==> src/rtl/accdp_pkg.sv <==
package accdp_pkg;

  localparam int CTRL_W = 12;

  // Field order is fixed: the sequencer emits the word in this layout.
  typedef struct packed {
    logic pc_inc;     // 11
    logic pc_drv;     // 10
    logic mar_ld_n;   // 9
    logic ram_drv_n;  // 8
    logic ir_ld_n;    // 7
    logic ir_drv_n;   // 6
    logic acc_ld_n;   // 5
    logic acc_drv;    // 4
    logic sub_mode;   // 3
    logic sum_drv;    // 2
    logic b_ld_n;     // 1
    logic out_ld_n;   // 0
  } ctrl_t;

  // Bus source slots.
  localparam int SRC_PC  = 0;
  localparam int SRC_RAM = 1;
  localparam int SRC_IR  = 2;
  localparam int SRC_ACC = 3;
  localparam int SRC_SUM = 4;
  localparam int SRC_N   = 5;

endpackage

==> src/rtl/accdp_ldreg.sv <==
module accdp_ldreg #(
  parameter int W = 8
) (
  input  logic         clk,
  input  logic         rst_n,
  input  logic         clr,
  input  logic         ld_n,
  input  logic [W-1:0] d,
  output logic [W-1:0] q
);
  always_ff @(posedge clk or negedge rst_n) begin
    if (!rst_n)     q <= '0;
    else if (clr)   q <= '0;
    else if (!ld_n) q <= d;
  end
endmodule

==> src/rtl/accdp_pc.sv <==
module accdp_pc #(
  parameter int W = 4
) (
  input  logic         clk,
  input  logic         rst_n,
  input  logic         clr,
  input  logic         inc,
  output logic [W-1:0] q
);
  always_ff @(posedge clk or negedge rst_n) begin
    if (!rst_n)   q <= '0;
    else if (clr) q <= '0;
    else if (inc) q <= q + W'(1);
  end
endmodule

==> src/rtl/accdp_ram.sv <==
module accdp_ram #(
  parameter int DATA_W = 8,
  parameter int ADDR_W = 4
) (
  input  logic              clk,
  input  logic              we,
  input  logic [ADDR_W-1:0] waddr,
  input  logic [DATA_W-1:0] wdata,
  input  logic [ADDR_W-1:0] raddr,
  output logic [DATA_W-1:0] rdata
);
  localparam int DEPTH = 1 << ADDR_W;

  logic [DATA_W-1:0] mem [DEPTH];

  always_ff @(posedge clk) begin
    if (we) mem[waddr] <= wdata;
  end

  assign rdata = mem[raddr];
endmodule

==> src/rtl/accdp_addsub.sv <==
module accdp_addsub #(
  parameter int W = 8
) (
  input  logic [W-1:0] a,
  input  logic [W-1:0] b,
  input  logic         sub,
  output logic [W-1:0] y
);
  logic [W-1:0] b_x;

  // Inverting B and injecting a carry forms its two's complement.
  assign b_x = b ^ {W{sub}};
  assign y   = a + b_x + W'(sub);
endmodule

==> src/rtl/accdp_bus_mux.sv <==
module accdp_bus_mux #(
  parameter int W = 8,
  parameter int N = 5
) (
  input  logic [N-1:0]        en,
  input  logic [N-1:0][W-1:0] src,
  output logic [W-1:0]        bus
);
  logic [N-1:0][W-1:0] gated;

  for (genvar g = 0; g < N; g++) begin : g_gate
    assign gated[g] = src[g] & {W{en[g]}};
  end

  always_comb begin
    bus = '0;
    for (int i = 0; i < N; i++) bus = bus | gated[i];
  end
endmodule

==> src/rtl/accdp_top.sv <==
module accdp_top #(
  parameter int DATA_W = 8,
  parameter int ADDR_W = 4
) (
  input  logic                     clk,
  input  logic                     rst_n,
  input  logic                     clr,
  input  logic [11:0]              ctrl,
  input  logic                     prog_valid,
  output logic                     prog_ready,
  input  logic [ADDR_W-1:0]        prog_addr,
  input  logic [DATA_W-1:0]        prog_data,
  output logic [DATA_W-ADDR_W-1:0] opcode,
  output logic [DATA_W-1:0]        w_bus,
  output logic [DATA_W-1:0]        leds
);
  import accdp_pkg::*;

  localparam int OP_W = DATA_W - ADDR_W;

  ctrl_t c;
  assign c = ctrl;

  logic [ADDR_W-1:0] pc_q, mar_q;
  logic [DATA_W-1:0] ir_q, acc_q, b_q, ram_rd, sum;
  logic [SRC_N-1:0]  drv_en;
  logic [SRC_N-1:0][DATA_W-1:0] drv_src;

  assign prog_ready = clr;

  accdp_pc #(.W(ADDR_W)) u_pc (
    .clk(clk), .rst_n(rst_n), .clr(clr), .inc(c.pc_inc), .q(pc_q)
  );

  accdp_ldreg #(.W(ADDR_W)) u_mar (
    .clk(clk), .rst_n(rst_n), .clr(1'b0), .ld_n(c.mar_ld_n),
    .d(w_bus[ADDR_W-1:0]), .q(mar_q)
  );

  accdp_ram #(.DATA_W(DATA_W), .ADDR_W(ADDR_W)) u_ram (
    .clk(clk), .we(prog_valid & prog_ready), .waddr(prog_addr),
    .wdata(prog_data), .raddr(mar_q), .rdata(ram_rd)
  );

  accdp_ldreg #(.W(DATA_W)) u_ir (
    .clk(clk), .rst_n(rst_n), .clr(clr), .ld_n(c.ir_ld_n),
    .d(w_bus), .q(ir_q)
  );

  accdp_ldreg #(.W(DATA_W)) u_acc (
    .clk(clk), .rst_n(rst_n), .clr(1'b0), .ld_n(c.acc_ld_n),
    .d(w_bus), .q(acc_q)
  );

  accdp_ldreg #(.W(DATA_W)) u_b (
    .clk(clk), .rst_n(rst_n), .clr(1'b0), .ld_n(c.b_ld_n),
    .d(w_bus), .q(b_q)
  );

  accdp_ldreg #(.W(DATA_W)) u_out (
    .clk(clk), .rst_n(rst_n), .clr(1'b0), .ld_n(c.out_ld_n),
    .d(acc_q), .q(leds)
  );

  accdp_addsub #(.W(DATA_W)) u_alu (
    .a(acc_q), .b(b_q), .sub(c.sub_mode), .y(sum)
  );

  assign opcode = ir_q[DATA_W-1 -: OP_W];

  assign drv_en[SRC_PC]   = c.pc_drv;
  assign drv_en[SRC_RAM]  = ~c.ram_drv_n;
  assign drv_en[SRC_IR]   = ~c.ir_drv_n;
  assign drv_en[SRC_ACC]  = c.acc_drv;
  assign drv_en[SRC_SUM]  = c.sum_drv;

  assign drv_src[SRC_PC]  = {{OP_W{1'b0}}, pc_q};
  assign drv_src[SRC_RAM] = ram_rd;
  assign drv_src[SRC_IR]  = {{OP_W{1'b0}}, ir_q[ADDR_W-1:0]};
  assign drv_src[SRC_ACC] = acc_q;
  assign drv_src[SRC_SUM] = sum;

  accdp_bus_mux #(.W(DATA_W), .N(SRC_N)) u_bus (
    .en(drv_en), .src(drv_src), .bus(w_bus)
  );
endmodule

==> config.mk <==
export PLATFORM = sky130hd
export DESIGN_NAME = accdp_top
export DESIGN_NICKNAME = d
export VERILOG_FILES = /design/src/rtl/accdp_pkg.sv /design/src/rtl/accdp_ldreg.sv /design/src/rtl/accdp_pc.sv /design/src/rtl/accdp_ram.sv /design/src/rtl/accdp_addsub.sv /design/src/rtl/accdp_bus_mux.sv /design/src/rtl/accdp_top.sv
export SDC_FILE = /design/constraint.sdc
export NUM_CORES = 1
export LEC_CHECK = 0
export BUFFER_PORTS_ARGS = -buffer_cell sky130_fd_sc_hd__clkbuf_2
export CAP_MARGIN = 20
export CORE_UTILIZATION = 50
export CTS_CLUSTER_DIAMETER = 50
export DETAILED_ROUTE_END_ITERATION = 16
export PLACE_DENSITY_LB_ADDON = 0.12
export REMOVE_ABC_BUFFERS = 1
export SYNTH_ARGS = -nofsm -noshare
export SYNTH_HDL_FRONTEND = slang
export SYNTH_SLANG_ARGS = --single-unit
==> constraint.sdc <==
create_clock -name clk -period 3.5 [get_ports clk]
set_input_delay 0.175 -clock clk [delete_from_list [all_inputs] [get_ports clk]]
set_output_delay 0.175 -clock clk [all_outputs]
set_load 0.01 [all_outputs]
Word level (Yosys, flattened, before mapping):

Memory sizes are Yosys's and may differ from the RTL's.
Index checks and enable logic that the tools add are counted.

* add/subtract/negate cells: 3
* bitwise gates (word level): 13
* muxes and demuxes: 6
* eq/ne operators: 1
* reductions and logical operators: 1

Operator list (number)
* 8-bit bitwise OR: 4
* 8-bit AND: 3
* 4-bit by 8-bit AND with 8-bit output: 2
* 8-bit 2-to-1 mux: 2
* 8-bit by 1-bit adder with 8-bit output: 1
* 8-bit adder: 1
* 4-bit 2-to-1 mux: 2
* 8-bit XOR: 1
* 4-bit by 1-bit adder with 4-bit output (second input constant): 1
* 1-bit 2-to-1 mux: 2
* 2-bit inequality test (second input constant): 1
* 1-bit NOT: 2
* 2-bit nonzero test: 1
* 1-bit AND: 1

* memory bits (writable): 128
* logic and storage cells: 31
* output and inout port bits: 21
* register bits: 40
* memories kept: 1
* input bits: 28

Memories
* u_ram.mem: depth 16, bits a word 8, rd ports 1, clocked after memory_dff 0, write ports 1, RTL line accdp_ram.sv:14 `logic [DATA_W-1:0] mem [DEPTH];`

Longest topological paths before layout:

* depth in word-level cells: 8
* gate-level depth with buffers: 9
* gate-level depth less buffers: 8

Cells and area by module:

Synthesis repeated with hierarchy kept, for this count alone.

* cells, all modules: 432
* area total of the unflattened synthesis: 7267.0 µm²

By module, submodules not included
* accdp_ram: instances 1, cells each 221, sequential area each 3843.7 µm², area each 4987.3 µm²
* accdp_ldreg at u_acc ...: instances 4, cells each 26, sequential area each 200.2 µm², area each 325.3 µm²
* accdp_addsub: instances 1, cells each 45, sequential area each 0.0 µm², area each 414.1 µm²
* accdp_pc: instances 1, cells each 16, sequential area each 100.1 µm², area each 192.7 µm²
* accdp_bus_mux: instances 1, cells each 28, sequential area each 0.0 µm², area each 186.4 µm²
* accdp_ldreg at u_mar: instances 1, cells each 13, sequential area each 100.1 µm², area each 160.2 µm²
* accdp_top: instances 1, cells each 5, sequential area each 0.0 µm², area each 25.0 µm²

Least setup slack after synthesis:

OpenSTA, ideal clock, no wires.

* kind: register -> register
* start: reg u_mar.q[0]
* end: reg u_acc.q[4]
* path buffers: 3
* slack: 1138 ps
* library setup time: 125 ps
* data required time: 3375 ps
* data arrival time: 2238 ps
* stages on the path, launching flop included: 9
* cell sequence: dfrtp_1 -> buf_6 -> buf_6 -> buf_2 -> mux4_2 -> mux2i_1 -> o22ai_1 -> a221o_1 -> mux2_2

* word-level cells in the longest chain between the ends: 6

Ends and longest elaborated chain
* from (decl): RTL line accdp_ldreg.sv:9 `output logic [W-1:0] q`
* from (signal assigned): RTL line accdp_ldreg.sv:12 `if (!rst_n) q <= '0;`
* from (signal assigned): RTL line accdp_ldreg.sv:13 `else if (clr) q <= '0;`
* from (signal assigned): RTL line accdp_ldreg.sv:14 `else if (!ld_n) q <= d;`
* memory read 16 x 8 bit
* 8-bit AND: RTL line accdp_bus_mux.sv:12 `assign gated[g] = src[g] & {W{en[g]}};`
* 8-bit bitwise OR (4 in a row): RTL line accdp_bus_mux.sv:17 `for (int i = 0; i < N; i++) bus = bus | gated[i];`
* named net w_bus[4]: RTL line accdp_top.sv:14 `output logic [DATA_W-1:0] w_bus,`
* to (signal assigned): RTL line accdp_ldreg.sv:12
* to (signal assigned): RTL line accdp_ldreg.sv:13
* to (signal assigned): RTL line accdp_ldreg.sv:14
* to (decl): RTL line accdp_ldreg.sv:9

The timed path passes the listed nets, and every way through them passes these cells.
A chain may end at the register's enable or synchronous reset.

Worst setup path after layout:

* start: reg u_mar.q[0]
* end: out w_bus[7]

* word-level cells in the longest chain between the ends: 6

Ends and longest elaborated chain (RTL line)
* memory read 16 x 8 bit
* 8-bit AND: accdp_bus_mux.sv:12
* 8-bit bitwise OR (4 in a row): accdp_bus_mux.sv:17
* to (decl): accdp_top.sv:14

No other way between the ends.

==> impl_summary.txt <==
----------------------------------------------------
[Run status]
  Run status ... complete, no violations

[Global routing]
  Initial antenna violation count ... 0
  Vias in the first global route ... between 3000 and 4000
  Overflow left after global routing ... 0
  Pin count of the biggest net entering global routing ... 41
  Wire length of the first global-routing pass ... approximately 22000 µm
  Global Route Usage Sum ... between 20% and 30%

[Worst setup path]
  Critical Path Most Common Cell ... buf_4
  Family of cells with the greatest summed delay on the critical path ... buffers and inverters
  Launching element of the worst setup path ... u_mar.q[0]$_DFFE_PN0N_
  Critical path capture point type ... output pin
  Sequence of cells on the critical path ... buf_4 -> buf_4 -> mux2i_1 -> a22oi_1 -> and4_1 -> nor3_1 -> nand2_1 -> clkbuf_2
  Reg2reg path depth ... 6
  Worst setup slack for register-to-register paths ... about 0.86 ns
  Largest fanout on the critical path ... 26
  Critical Path AT ... roughly 2.8 ns
  Startpoint kind of the worst setup timing path ... flop
  Slowest CP cell ... buf_4
  Highest cell delay on the worst timing path ... between 0.4 and 0.5 ns
  Reg2Reg Capture Point ... u_b.q[0]$_DFFE_PN0N_
  Crit path buf inv count ... 3
  Critical path start-end classification ... reg2out
  Data required time of the worst path ... 3.32 ns
  Reg2Reg Launch Point ... u_mar.q[0]$_DFFE_PN0N_

[Die]
  Chip height ... around 120 µm
  Width of the chip ... 121 µm
  Standard-cell rows ... 43
  Initial standard-cell utilization of the core ... roughly half
  Boundary pin count ... slightly below 50
  Die Area ... 0.0148 mm²
  Area of the core ... 0.0139 mm²

[Placed design]
  Gp weighted congestion ... 0.852
  Count of buffers inserted at the top-level ports ... 48
  Worst slack at placement ... 0.771 ns
  Post-detail-place hpwl ... around 10000 µm

[Cells and area]
  # nets final ... 527
  Area added between synthesis and finish ... 15.0%
  Fraction of final layout cells with drive strength greater than 1 ... 30.2%
  Number of antenna diodes ... 0

[Synth]
  Count of warnings emitted by yosys ... 0
  Ys flop type ... edfxtp_1
  Post-synthesis adder-cell area fraction ... ~1.5%
  Count of flip-flops with a built-in enable after synthesis ... approximately 130
  Synth Register Bits ... 168
  Synthesized-area fraction occupied by ao, oa, aoi and oai cells ... between 5 and 6%
  Unique masters post-synth ... 48
  Post-synth ARST share ... a little under a quarter
  Register area share after synthesis ... roughly two thirds
  Multiplexer fraction of the synthesized cell area ... 16.3%
  Synthesized netlist cell count ... 430
  Netlist area before placement ... roughly 0.0071 mm²
  Fraction of the mapped netlist area in simple logic gates ... under 10%
  Average cell area after synthesis ... roughly 17 µm²
  Post-synthesis xor/xnor area fraction ... around 1.6%
  Largest family of logic cells by synthesized area ... multiplexers

[STA]
  Sum of negative setup slack ... 0 ns
  Final setup slack of the worst path ... around 0.50 ns
  Max-slew headroom ... 31.1%
  Setup violators final ... 0
  Share of the cycle needed by the critical path after routing ... a little under nine tenths
  Highest clock rate ... 333 MHz
  Max Transition Viols Final ... 0
  Final critical delay including setup and external delays ... ~3 ns
  Final setup skew ... about 0.0066 ns
  Hold violation total from the final report ... 0
  Measured slew at the worst slew-check pin ... between 1 and 1.5 ns
  Unrepaired setup endpoints after global routing ... no

[Routing]
  Per-cell routed wire length ... 21.1 µm
  Initial DRC Count ... between 200 and 300
  Total Wirelength ... ~14000 µm
  Detailed-route vias per instance ... between 5 and 6
  DRC violation count after routing ... 0
  Initial DRT Pass Iterations ... 7
  Via count ... approximately 4000
  Remaining number of nets flagged by the antenna check after routing ... 0

[Job]
  Count of maximum capacitance violations ... 0

[Clock network]
  Level count of the clock H-tree ... 4
  Worst-path clk slew ... roughly 0.060 ns
  Sink count of the clock tree ... ~170
  Longest Clk Path Bufs ... 2
  Number of buffers inserted during clock tree synthesis ... 17
  Clock tree root buffer cell ... clkbuf_16
  TritonCTS clock tree ... yes
  Worst skew pair latency ... between 0.4 and 0.5 ns
  Number of setup buffers added after CTS ... 0

[Hold path]
  Classification of the worst-slack hold path ... in2reg
  Hold path start ... ctrl[9]
  Depth of the worst hold-timing path ... 2
  Worst hold path endpoint ... u_mar.q[1]$_DFFE_PN0N_

[Power]
  Net switching fraction of the power ... 30.4%
  Worst IR Drop VDD ... between 0.4 and 0.5 mV
  Sequential group share of total power ... about two fifths
  Fraction of power consumed by the clock network ... 28.0%
  Switch Pwr ... 1950 µW
  Part of the power in combinational logic ... between 30% and 40%
  Power per unit of standard cell area ... 781 mW/mm²
  Static power due to leakage ... approximately 0.0030 µW
  Cell Int Power ... around 4500 µW

----------------------------------------------------
[synthesized netlist by cell type, types with 2 or more instances]
cell type / count / area share [%]
dfrtp_1: 40 / 14
a222oi_1: 2 / 0.28
a31oi_1: 3 / 0.26
xor2_1: 10 / 1.2
or2_2: 2 / 0.18
nor3_1: 6 / 0.42
nand2_1: 17 / 0.89
mux2i_1: 26 / 3.6
nand3b_1: 2 / 0.21
buf_2: 4 / 0.28
o21ai_0: 6 / 0.42
nor2_1: 27 / 1.4
o211a_1: 2 / 0.28
mux4_2: 26 / 8.2
nor2b_1: 4 / 0.35
inv_2: 2 / 0.11
a21oi_1: 10 / 0.70
buf_4: 5 / 0.53
xnor2_1: 3 / 0.37
o21a_1: 8 / 0.84
mux2_2: 28 / 4.4
edfxtp_1: 128 / 54
o2111ai_2: 2 / 0.42
a211o_1: 2 / 0.25
a21o_1: 2 / 0.21
a22oi_1: 9 / 0.95
clkbuf_1: 9 / 0.47
nand2b_1: 5 / 0.44
buf_6: 2 / 0.32
nand4_1: 3 / 0.26
o22ai_1: 2 / 0.18
ha_1: 7 / 1.2
inv_1: 11 / 0.58
[metal layers]
| metal | up-vias | global-route usage, % | share of wire (%) |
|---|---|---|---|
| met5 | - | 0 | 0 |
| met4 | 0 | 7.41 | 1.4 |
| met3 | 17 | 4.51 | 5.6 |
| met2 | 125 | 34.1 | 49 |
| met1 | 2010 | 29.5 | 44 |
| li1 | 1790 | - | - |
[sequential cells by signal, summed over array words and instances, names as in the netlist]
signal and count:
u_pc.q 4, u_ram.mem 128, u_acc.q 8, u_out.q 8, u_mar.q 4, u_b.q 8
u_ir.q 8
[worst max-delay path by stage]
stage                                   endpoint  slack, ns  cells after the start
after floorplan           u_acc.q[6]$_DFFE_PN0N_        0.1                      5
after global placement    u_acc.q[6]$_DFFE_PN0N_       0.79                      5
after detailed placement    u_b.q[6]$_DFFE_PN0N_       0.77                      5
after CTS                               w_bus[6]       0.38                      5
after global routing                    w_bus[7]       0.23                      8
final                                   w_bus[7]       0.50                      8
[what timing repair did]
item | CTS | global route
resized for setup | 0 | 0
hold buffers | 1 | 0
hold endpoints to repair | 40 | 0
[stage by stage]
| step | instance area, µm² | power [µW] | hold slack, ns | instances | util, % |
|---|---|---|---|---|---|
| 2_1_floorplan | 7020 | 4040 | -0.121 | 409 | - |
| 3_3_place_gp | 7580 | 4610 | 0.374 | 649 | 54.6 |
| 3_5_place_dp | 7580 | 4650 | 0.382 | 649 | 54.6 |
| 4_1_cts | 8160 | 6440 | 0.0618 | 682 | 58.8 |
| 5_1_grt | 8210 | 6760 | 0.0792 | 684 | 59.1 |
| 6_report | 8210 | 6410 | 0.0762 | 684 | 59.1 |
[layout by cell type (no fill, tap or decap), types with 2 or more instances in the layout]
master and instances:
a211o_1 2, a21o_1 2, a21oi_1 10, a222oi_1 2
a22oi_1 9, a31oi_1 3, buf_4 12, bufinv_16 2
clkbuf_1 4, clkbuf_16 17, clkbuf_2 48, clkbuf_8 2
clkinv_2 3, clkinvlp_4 2, dfrtp_1 39, edfxtp_1 128
ha_1 7, inv_1 11, inv_2 2, mux2_2 28
mux2i_1 26, mux4_2 26, nand2_1 17, nand2b_1 5
nand3b_1 2, nand4_1 3, nor2_1 27, nor2b_1 4
nor3_1 5, o2111ai_2 2, o211a_1 2, o21a_1 8
o21ai_0 6, o22ai_1 2, or2_2 2, xnor2_1 3
xor2_1 10
[cells by family after synthesis]
logic type      Yosys count
fa+ha+maj                 8
flops                   168
xor+xnor                 13
compound gates           56
simple gates             71
mux                      80
buf+inv                  34
[power groups by stage]
stage,Combinational [µW],Clock [µW],Sequential (µW)
after floorplan,1370,0,2680
after global placement,1970,0,2630
after detailed placement,2000,0,2640
after CTS,2010,1820,2600
after global routing,2270,1900,2590
final,2060,1790,2550
[final cells by class]
class                   count  area (µm²)
multi-input cells         228        2130
flip-flops and latches    168        4850
fillers                  1070        5670
clock buffers              23         468
well taps                 180         225
clock inverters             9         103
inverters                  13        48.8
repair buffers             63         388
No activity file was read; power rests on OpenSTA's default activity.
